===== config.mk =====
export PLATFORM = sky130hd
export DESIGN_NAME = dmpsw_divider
export DESIGN_NICKNAME = d
export VERILOG_FILES = /design/src/rtl/dmpsw_pkg.sv /design/src/rtl/dmpsw_downcnt.sv /design/src/rtl/dmpsw_seq_fsm.sv /design/src/rtl/dmpsw_divider.sv
export SDC_FILE = /design/constraint.sdc
export NUM_CORES = 1
export LEC_CHECK = 0
export ABC_AREA = 0
export BUFFER_PORTS_ARGS = -buffer_cell sky130_fd_sc_hd__buf_2
export CAP_MARGIN = 20
export CORE_UTILIZATION = 40
export CTS_CLUSTER_DIAMETER = 150
export DETAILED_ROUTE_END_ITERATION = 8
export HOLD_SLACK_MARGIN = 0.1
export PLACE_DENSITY = 0.59
export SYNTH_ARGS = -nofsm -noshare
export SYNTH_HDL_FRONTEND = slang
export SYNTH_SLANG_ARGS = --single-unit

===== constraint.sdc =====
create_clock -name clk -period 1.9 [get_ports clk]
set_input_delay 0.285 -clock clk [delete_from_list [all_inputs] [get_ports clk]]
set_output_delay 0.285 -clock clk [all_outputs]
set_load 0.02 [all_outputs]

===== src/rtl/dmpsw_pkg.sv =====
package dmpsw_pkg;

    // Controller states: swallow phase (prescaler at P+1) and main phase (P)
    typedef enum logic {
        ST_SWALLOW = 1'b0,
        ST_MAIN    = 1'b1
    } dmpsw_state_t;

endpackage


===== src/rtl/dmpsw_downcnt.sv =====
// Loadable down-counter with floor at zero and terminal flags.
module dmpsw_downcnt #(
    parameter int W = 10
) (
    input  logic         clk,
    input  logic         load,
    input  logic         dec,
    input  logic [W-1:0] load_val,
    output logic [W-1:0] cnt,
    output logic         at_last,
    output logic         at_zero
);

    localparam logic [W-1:0] ONE  = W'(1);
    localparam logic [W-1:0] ZERO = '0;

    always_ff @(posedge clk) begin
        if (load) begin
            cnt <= load_val;
        end else if (dec && (cnt != ZERO)) begin
            cnt <= cnt - ONE;
        end
    end

    always_comb begin
        at_last = (cnt <= ONE);
        at_zero = (cnt == ZERO);
    end

endmodule


===== src/rtl/dmpsw_seq_fsm.sv =====
// Swallow / main phase controller and divided-output pulse register.
module dmpsw_seq_fsm
    import dmpsw_pkg::*;
(
    input  logic clk,
    input  logic rst,
    input  logic reload,
    input  logic swallow_last,
    input  logic next_a_zero,
    output logic swallow_dec,
    output logic mod_sel,
    output logic div_out
);

    dmpsw_state_t state_q;
    dmpsw_state_t state_d;
    logic         pulse_q;

    // Next-state decision: reset/reload wins over swallow completion
    always_comb begin
        state_d = state_q;
        if (rst || reload) begin
            state_d = next_a_zero ? ST_MAIN : ST_SWALLOW;   // LOAD_MAIN / LOAD_SW
        end else begin
            unique case (state_q)
                ST_SWALLOW: if (swallow_last) state_d = ST_MAIN; // SW_DONE
                ST_MAIN:    state_d = ST_MAIN;                   // HOLD
            endcase
        end
    end

    // State register
    always_ff @(posedge clk) begin
        state_q <= state_d;
        pulse_q <= reload && !rst;
    end

    // Output process
    always_comb begin
        mod_sel     = (state_q == ST_MAIN);
        swallow_dec = (state_q == ST_SWALLOW);
        div_out     = pulse_q;
    end

endmodule


===== src/rtl/dmpsw_divider.sv =====
// Dual-modulus pulse-swallow divider control, top level.
module dmpsw_divider #(
    parameter int NW = 10,
    parameter int AW = 6
) (
    input  logic          clk,
    input  logic          rst,
    input  logic [NW-1:0] n_prog,
    input  logic [AW-1:0] a_prog,
    output logic          mod_sel,
    output logic          div_out
);

    localparam logic [NW-1:0] N_MIN = NW'(1);

    logic [NW-1:0] n_cnt;
    logic [AW-1:0] a_cnt;
    logic [NW-1:0] n_load;
    logic          n_last;
    logic          n_zero_unused;
    logic          a_last;
    logic          a_zero;
    logic          a_dec;
    logic          reload;
    logic          cnt_load;

    // A programmed main value of zero is treated as one
    always_comb begin
        n_load   = (n_prog == '0) ? N_MIN : n_prog;
        reload   = n_last;
        cnt_load = rst || reload;
        a_last   = (a_cnt == AW'(1));
    end

    dmpsw_downcnt #(.W(NW)) u_main_cnt (
        .clk      (clk),
        .load     (cnt_load),
        .dec      (1'b1),
        .load_val (n_load),
        .cnt      (n_cnt),
        .at_last  (n_last),
        .at_zero  (n_zero_unused)
    );

    dmpsw_downcnt #(.W(AW)) u_swallow_cnt (
        .clk      (clk),
        .load     (cnt_load),
        .dec      (a_dec),
        .load_val (a_prog),
        .cnt      (a_cnt),
        .at_last  (),
        .at_zero  (a_zero)
    );

    dmpsw_seq_fsm u_fsm (
        .clk          (clk),
        .rst          (rst),
        .reload       (reload),
        .swallow_last (a_last && !a_zero),
        .next_a_zero  (a_prog == '0),
        .swallow_dec  (a_dec),
        .mod_sel      (mod_sel),
        .div_out      (div_out)
    );

endmodule


======== Word level (Yosys, flattened, before mapping) ========
Index checks and enable logic that the tools add are counted.
word-level totals
  flip-flop bits (word level) ............. 18
  input port bits ......................... 18
  output and inout port bits .............. 2
  logic and storage cells ................. 31
cells by class
  add/sub/neg operators ................... 2
  $lt $le $gt $ge ......................... 1
  equal/unequal tests ..................... 1
  muxes and demuxes ....................... 9
  bitwise gates (word level) .............. 1
  reductions and logical operators ........ 13
operators with widths
  cell                                                             number
  2-to-1 mux 10 bit                                                3
  zero test 6 bit                                                  2
  2-to-1 mux 6 bit                                                 2
  less-or-equal comparator 10 x 1 -> 1 bit, second input constant  1
  zero test 10 bit                                                 1
  nonzero test 10 bit                                              1
  subtractor 10 x 1 -> 10 bit, second input constant               1
  == test 6 x 1 -> 1 bit, second input constant                    1
  nonzero test 6 bit                                               1
  subtractor 6 x 1 -> 6 bit, second input constant                 1
  nonzero test 2 bit                                               2
  logical AND 1 bit                                                3
  2-to-1 mux 1 bit                                                 3
  zero test 1 bit                                                  2
  one-hot mux 1 bit (2 select lines)                               1
  logical OR 1 bit                                                 1
  NOT 1 bit                                                        1

======== Longest topological paths before layout ========
  word-level depth ........................ 6
  mapped depth ............................ 7
  depth with buffers taken out ............ 6

======== Modules after synthesis ========
Synthesis repeated with hierarchy kept, for this count alone.
second synthesis, totals
  cell total of the unflattened synthesis .. 131
  area total of the unflattened synthesis .. 1,209.9 sq um
modules (own cells, without submodules)
  module                          times used  cells each  area an instance (sq um)  seq. area each (sq um)
  dmpsw_downcnt at u_main_cnt     1           68          658.1                     300.3
  dmpsw_downcnt at u_swallow_cnt  1           37          379.1                     180.2
  dmpsw_divider                   1           19          106.4                     0.0
  dmpsw_seq_fsm                   1           7           66.3                      40.0

======== Worst setup path before layout ========
OpenSTA, ideal clock, no wires.
  path kind ............................... register to register
  start point ............................. reg u_main_cnt.cnt[0]
  end point ............................... reg u_main_cnt.cnt[0], enable pin
  arrival time ............................ 1.679 ns
  slack ................................... -0.128 ns
  stages on the path, launching flop included .. 7
  path buffers ............................ 1
  cells stage by stage .................... edfxtp_1 -> inv_1 -> ha_1 -> or2_1 -> a41oi_4 -> buf_6 -> nand3_1
on the way
  cells in the longest elaborated chain, start to end .. 3
  elaborated cells between the ends (all ways) .. 4
  those cells by class .................... order compare: 1; reduce/logical: 3
ends and longest elaborated chain
  element                                   RTL line             text
  start, declared                           dmpsw_downcnt.sv:9   output logic [W-1:0] cnt,
  start signal, assigned                    dmpsw_downcnt.sv:19  cnt <= load_val;
  start signal, assigned                    dmpsw_downcnt.sv:21  cnt <= cnt - ONE;
  less-or-equal comparator 10 x 1 -> 1 bit  dmpsw_downcnt.sv:26  at_last = (cnt <= ONE);
  logical OR 1 bit                          dmpsw_divider.sv:31  cnt_load = rst || reload;
  nonzero test 2 bit (no line) (*)          --
Mark *: on every way between the ends. The rest lies on a longest branch, timed or not.
A chain may end at the register's enable or synchronous reset.

======== Final worst setup path ========
  start point ............................. reg u_main_cnt.cnt[6]
  end point ............................... reg u_main_cnt.cnt[0] (data pin)
on the way
  cells in the longest elaborated chain, start to end .. 3
ends and longest elaborated chain
  element                                   RTL line             text
  less-or-equal comparator 10 x 1 -> 1 bit  dmpsw_downcnt.sv:26
  logical OR 1 bit                          dmpsw_divider.sv:31
  2-to-1 mux 10 bit                         dmpsw_downcnt.sv:18  if (load) begin
Every way passes these cells.

==> results.json <==
{
  "status": "finished clean",
  "ys_ff_latch": 18,
  "nets": 166,
  "drtIter0Drc": 31,
  "finalHoldViolations": 0,
  "leakage_nw": 0.536,
  "critPathKind": "reg -> reg",
  "crit_path_end_kind": "flop",
  "fin_skew_ns": 0.000605,
  "antenna_cells": 0,
  "syn_avg_cell_area_sq_um": 10.0,
  "io_buffers": 19,
  "p_int_mw": 0.662,
  "place_congestion": 0.789,
  "power_switching_mw": 0.264,
  "grt_pass1_wl_microns": 3690,
  "whs_ns": 0.200,
  "die_area_sq_um": 2970,
  "drtPass1Iterations": 4,
  "swShare": 0.285,
  "vias": 897,
  "crit_slowest_cell": "edfxtp_1",
  "stdcell_count": 171,
  "cts_tree": "built",
  "crit_chain": "nor4_4 > a41oi_4 > buf_6 > a311oi_2 > a21oi_1",
  "cts-root-buf": "clkbuf_4",
  "yosysSeqAreaShare": 0.472,
  "grt_max_degree": 14,
  "p_seq_frac": 0.567,
  "grt_pass1_vias": 844,
  "worstHoldPathType": "in -> reg",
  "vias_per_cell": 5.25,
  "combPwrFrac": 0.223,
  "drc_errors": 0,
  "clk_latency_ns": 0.29,
  "die_w_microns": 54.5,
  "synth_fp_nets": 134,
  "max_cap_violations": 0,
  "avgRoutedWirePerCell_microns": 13.1,
  "core-area_sq_um": 2540,
  "cts_made_buffers": 3,
  "ys_types": 23,
  "critPathMaxFanout": 13,
  "pre_cts_ws_ns": 0.0492,
  "clock-sinks": 18,
  "worstPathRequired_ns": 1.95,
  "dieHeight_microns": 54.5,
  "ys.warnings.count": 0,
  "rows": 18,
  "vdd.ir_drop.worst_mv": 0.409,
  "powerDensity_nw_per_um2": 691,
  "cts-hold-fix-buffers": 0,
  "hpwl_microns": 1790,
  "min_period_over_period": 0.946,
  "placed_area_sq_um": 1290,
  "clockBufferDepth": 2,
  "drv_slew": 0,
  "worst_pin_slew_ns": 0.474,
  "clk_pin_slew_ns": 0.10,
  "track_usage": 0.179,
  "start_util": 0.434,
  "drive_gt1_frac": 0.277,
  "io_pins": 20,
  "critPathArrivalTime_ns": 1.84,
  "crit_path_max_incr_delay_ns": 0.45,
  "finalSetupViolCount": 0,
  "fin_ws_ns": 0.103,
  "clock_power_share": 0.210,
  "relSlewSlack": 0.681,
  "crit_path_start_kind": "flop",
  "area_delta_synth_final_pct": 21.4,
  "htreeDepth": 1,
  "grt.overflow.total": 0,
  "wirelength_microns": 2240,
  "stdcell_area_sq_um": 1340,
  "antenna_left": 0,
  "fmax_ghz": 0.557,
  "synthesis.area_sq_um": 1100,
  "finalCriticalPeriod_ns": 1.80,
  "fin_setup_tns_ns": 0,
  "synth_cells": 110,
  "dp.cells": 166,
  "antenna_found_initial": 0
}
-- through the flow --
stage                      util  total power [mW]
final                     0.527             0.926
after global routing      0.527             0.989
after CTS                 0.516             0.928
after detailed placement  0.505             0.731
after global placement    0.505             0.725
after floorplan               -             0.654
-- synth_stat cells (all sizes together) --
| cell type | instances | area share |
|---|---|---|
| buf | 3 | 0.027 |
| a21o | 1 | 0.0068 |
| and3 | 1 | 0.0057 |
| or2 | 1 | 0.0057 |
| nand2 | 6 | 0.020 |
| nor2 | 24 | 0.082 |
| inv | 5 | 0.017 |
| nor3b | 1 | 0.011 |
| a31oi | 2 | 0.011 |
| nand2b | 2 | 0.011 |
| xor2 | 5 | 0.040 |
| nand3 | 2 | 0.0091 |
| xnor2 | 6 | 0.048 |
| dfxtp | 2 | 0.036 |
| a311oi | 1 | 0.0079 |
| edfxtp | 16 | 0.44 |
| a21oi | 17 | 0.077 |
| nor4 | 5 | 0.042 |
| nor3 | 3 | 0.014 |
| a41oi | 1 | 0.025 |
| ha | 6 | 0.068 |
-- power groups by stage --
stage               sequential (mW)  combinational (mW)  clock (mW)
floorplan                     0.531               0.123           0
global placement              0.534               0.191           0
detailed placement            0.535               0.196           0
CTS                           0.526               0.198       0.204
global route                  0.533               0.232       0.225
finish                        0.526               0.206       0.194
-- kinds of logic after synthesis --
logic type | after synthesis | synth area share
buf+inv | 8 | 0.0442
fa+ha+maj | 6 | 0.0680
xor+xnor | 11 | 0.0873
compound gates | 22 | 0.128
simple gates | 45 | 0.201
flops | 18 | 0.472
-- repair_timing --
item / in CTS / in global routing
resized for setup: 0 / 4
buffers inserted: 0 / 1
endpoints found under the setup margin: 0 / 25
-- cells in the final DEF (no fill, tap or decap), drive strengths merged, types with 5 or more instances in the layout --
cell and n:
ha 6, nor4 5, nand2 6, edfxtp 16, a21oi 17, inv 5
buf 30, xor2 5, nor2 24, xnor2 6
-- routing by layer --
layer / vias to the layer above / global-route usage / share of wire
li1: 451 / - / -
met1: 427 / 0.252 / 0.47
met2: 17 / 0.276 / 0.48
met3: 2 / 0.0194 / 0.041
met4: 0 / 0.0769 / 0.0067
met5: - / 0 / 0
-- final cells by class --
cell class / instances / area [sq um]
repair buffers: 30 / 181
fillers: 245 / 1200
inverters: 5 / 18.8
multi-input cells: 84 / 556
clock inverters: 1 / 3.75
flip-flops and latches: 18 / 520
clock buffers: 3 / 22.5
well taps: 30 / 37.5
-- worst max-delay path: cells and delay by family (launching register included) --
kind                   cells  cell delay, ns
AOI/OAI and AO/OA          3            0.51
DFF                        1            0.45
and+or+nand+nor            1            0.40
buffers and inverters      1            0.20
-- final timing paths --
path,start,endpoint,slack (ns),depth (start not counted)
max,u_main_cnt.cnt[6]$_DFFE_PP_,u_main_cnt.cnt[0]$_DFFE_PP_,0.10,5
min,rst,u_fsm.div_out$_DFF_P_,0.20,2
max reg2reg,u_main_cnt.cnt[6]$_DFFE_PP_,u_main_cnt.cnt[0]$_DFFE_PP_,0.10,5
min reg2reg,u_fsm.mod_sel$_DFF_P_,u_fsm.mod_sel$_DFF_P_,0.60,2
-- sequential cells by signal, indices dropped and copies added, names as in the netlist --
register	count
u_fsm.div_out	1
u_swallow_cnt.cnt	6
u_main_cnt.cnt	10
u_fsm.mod_sel	1
No activity file was read; power rests on OpenSTA's default activity.
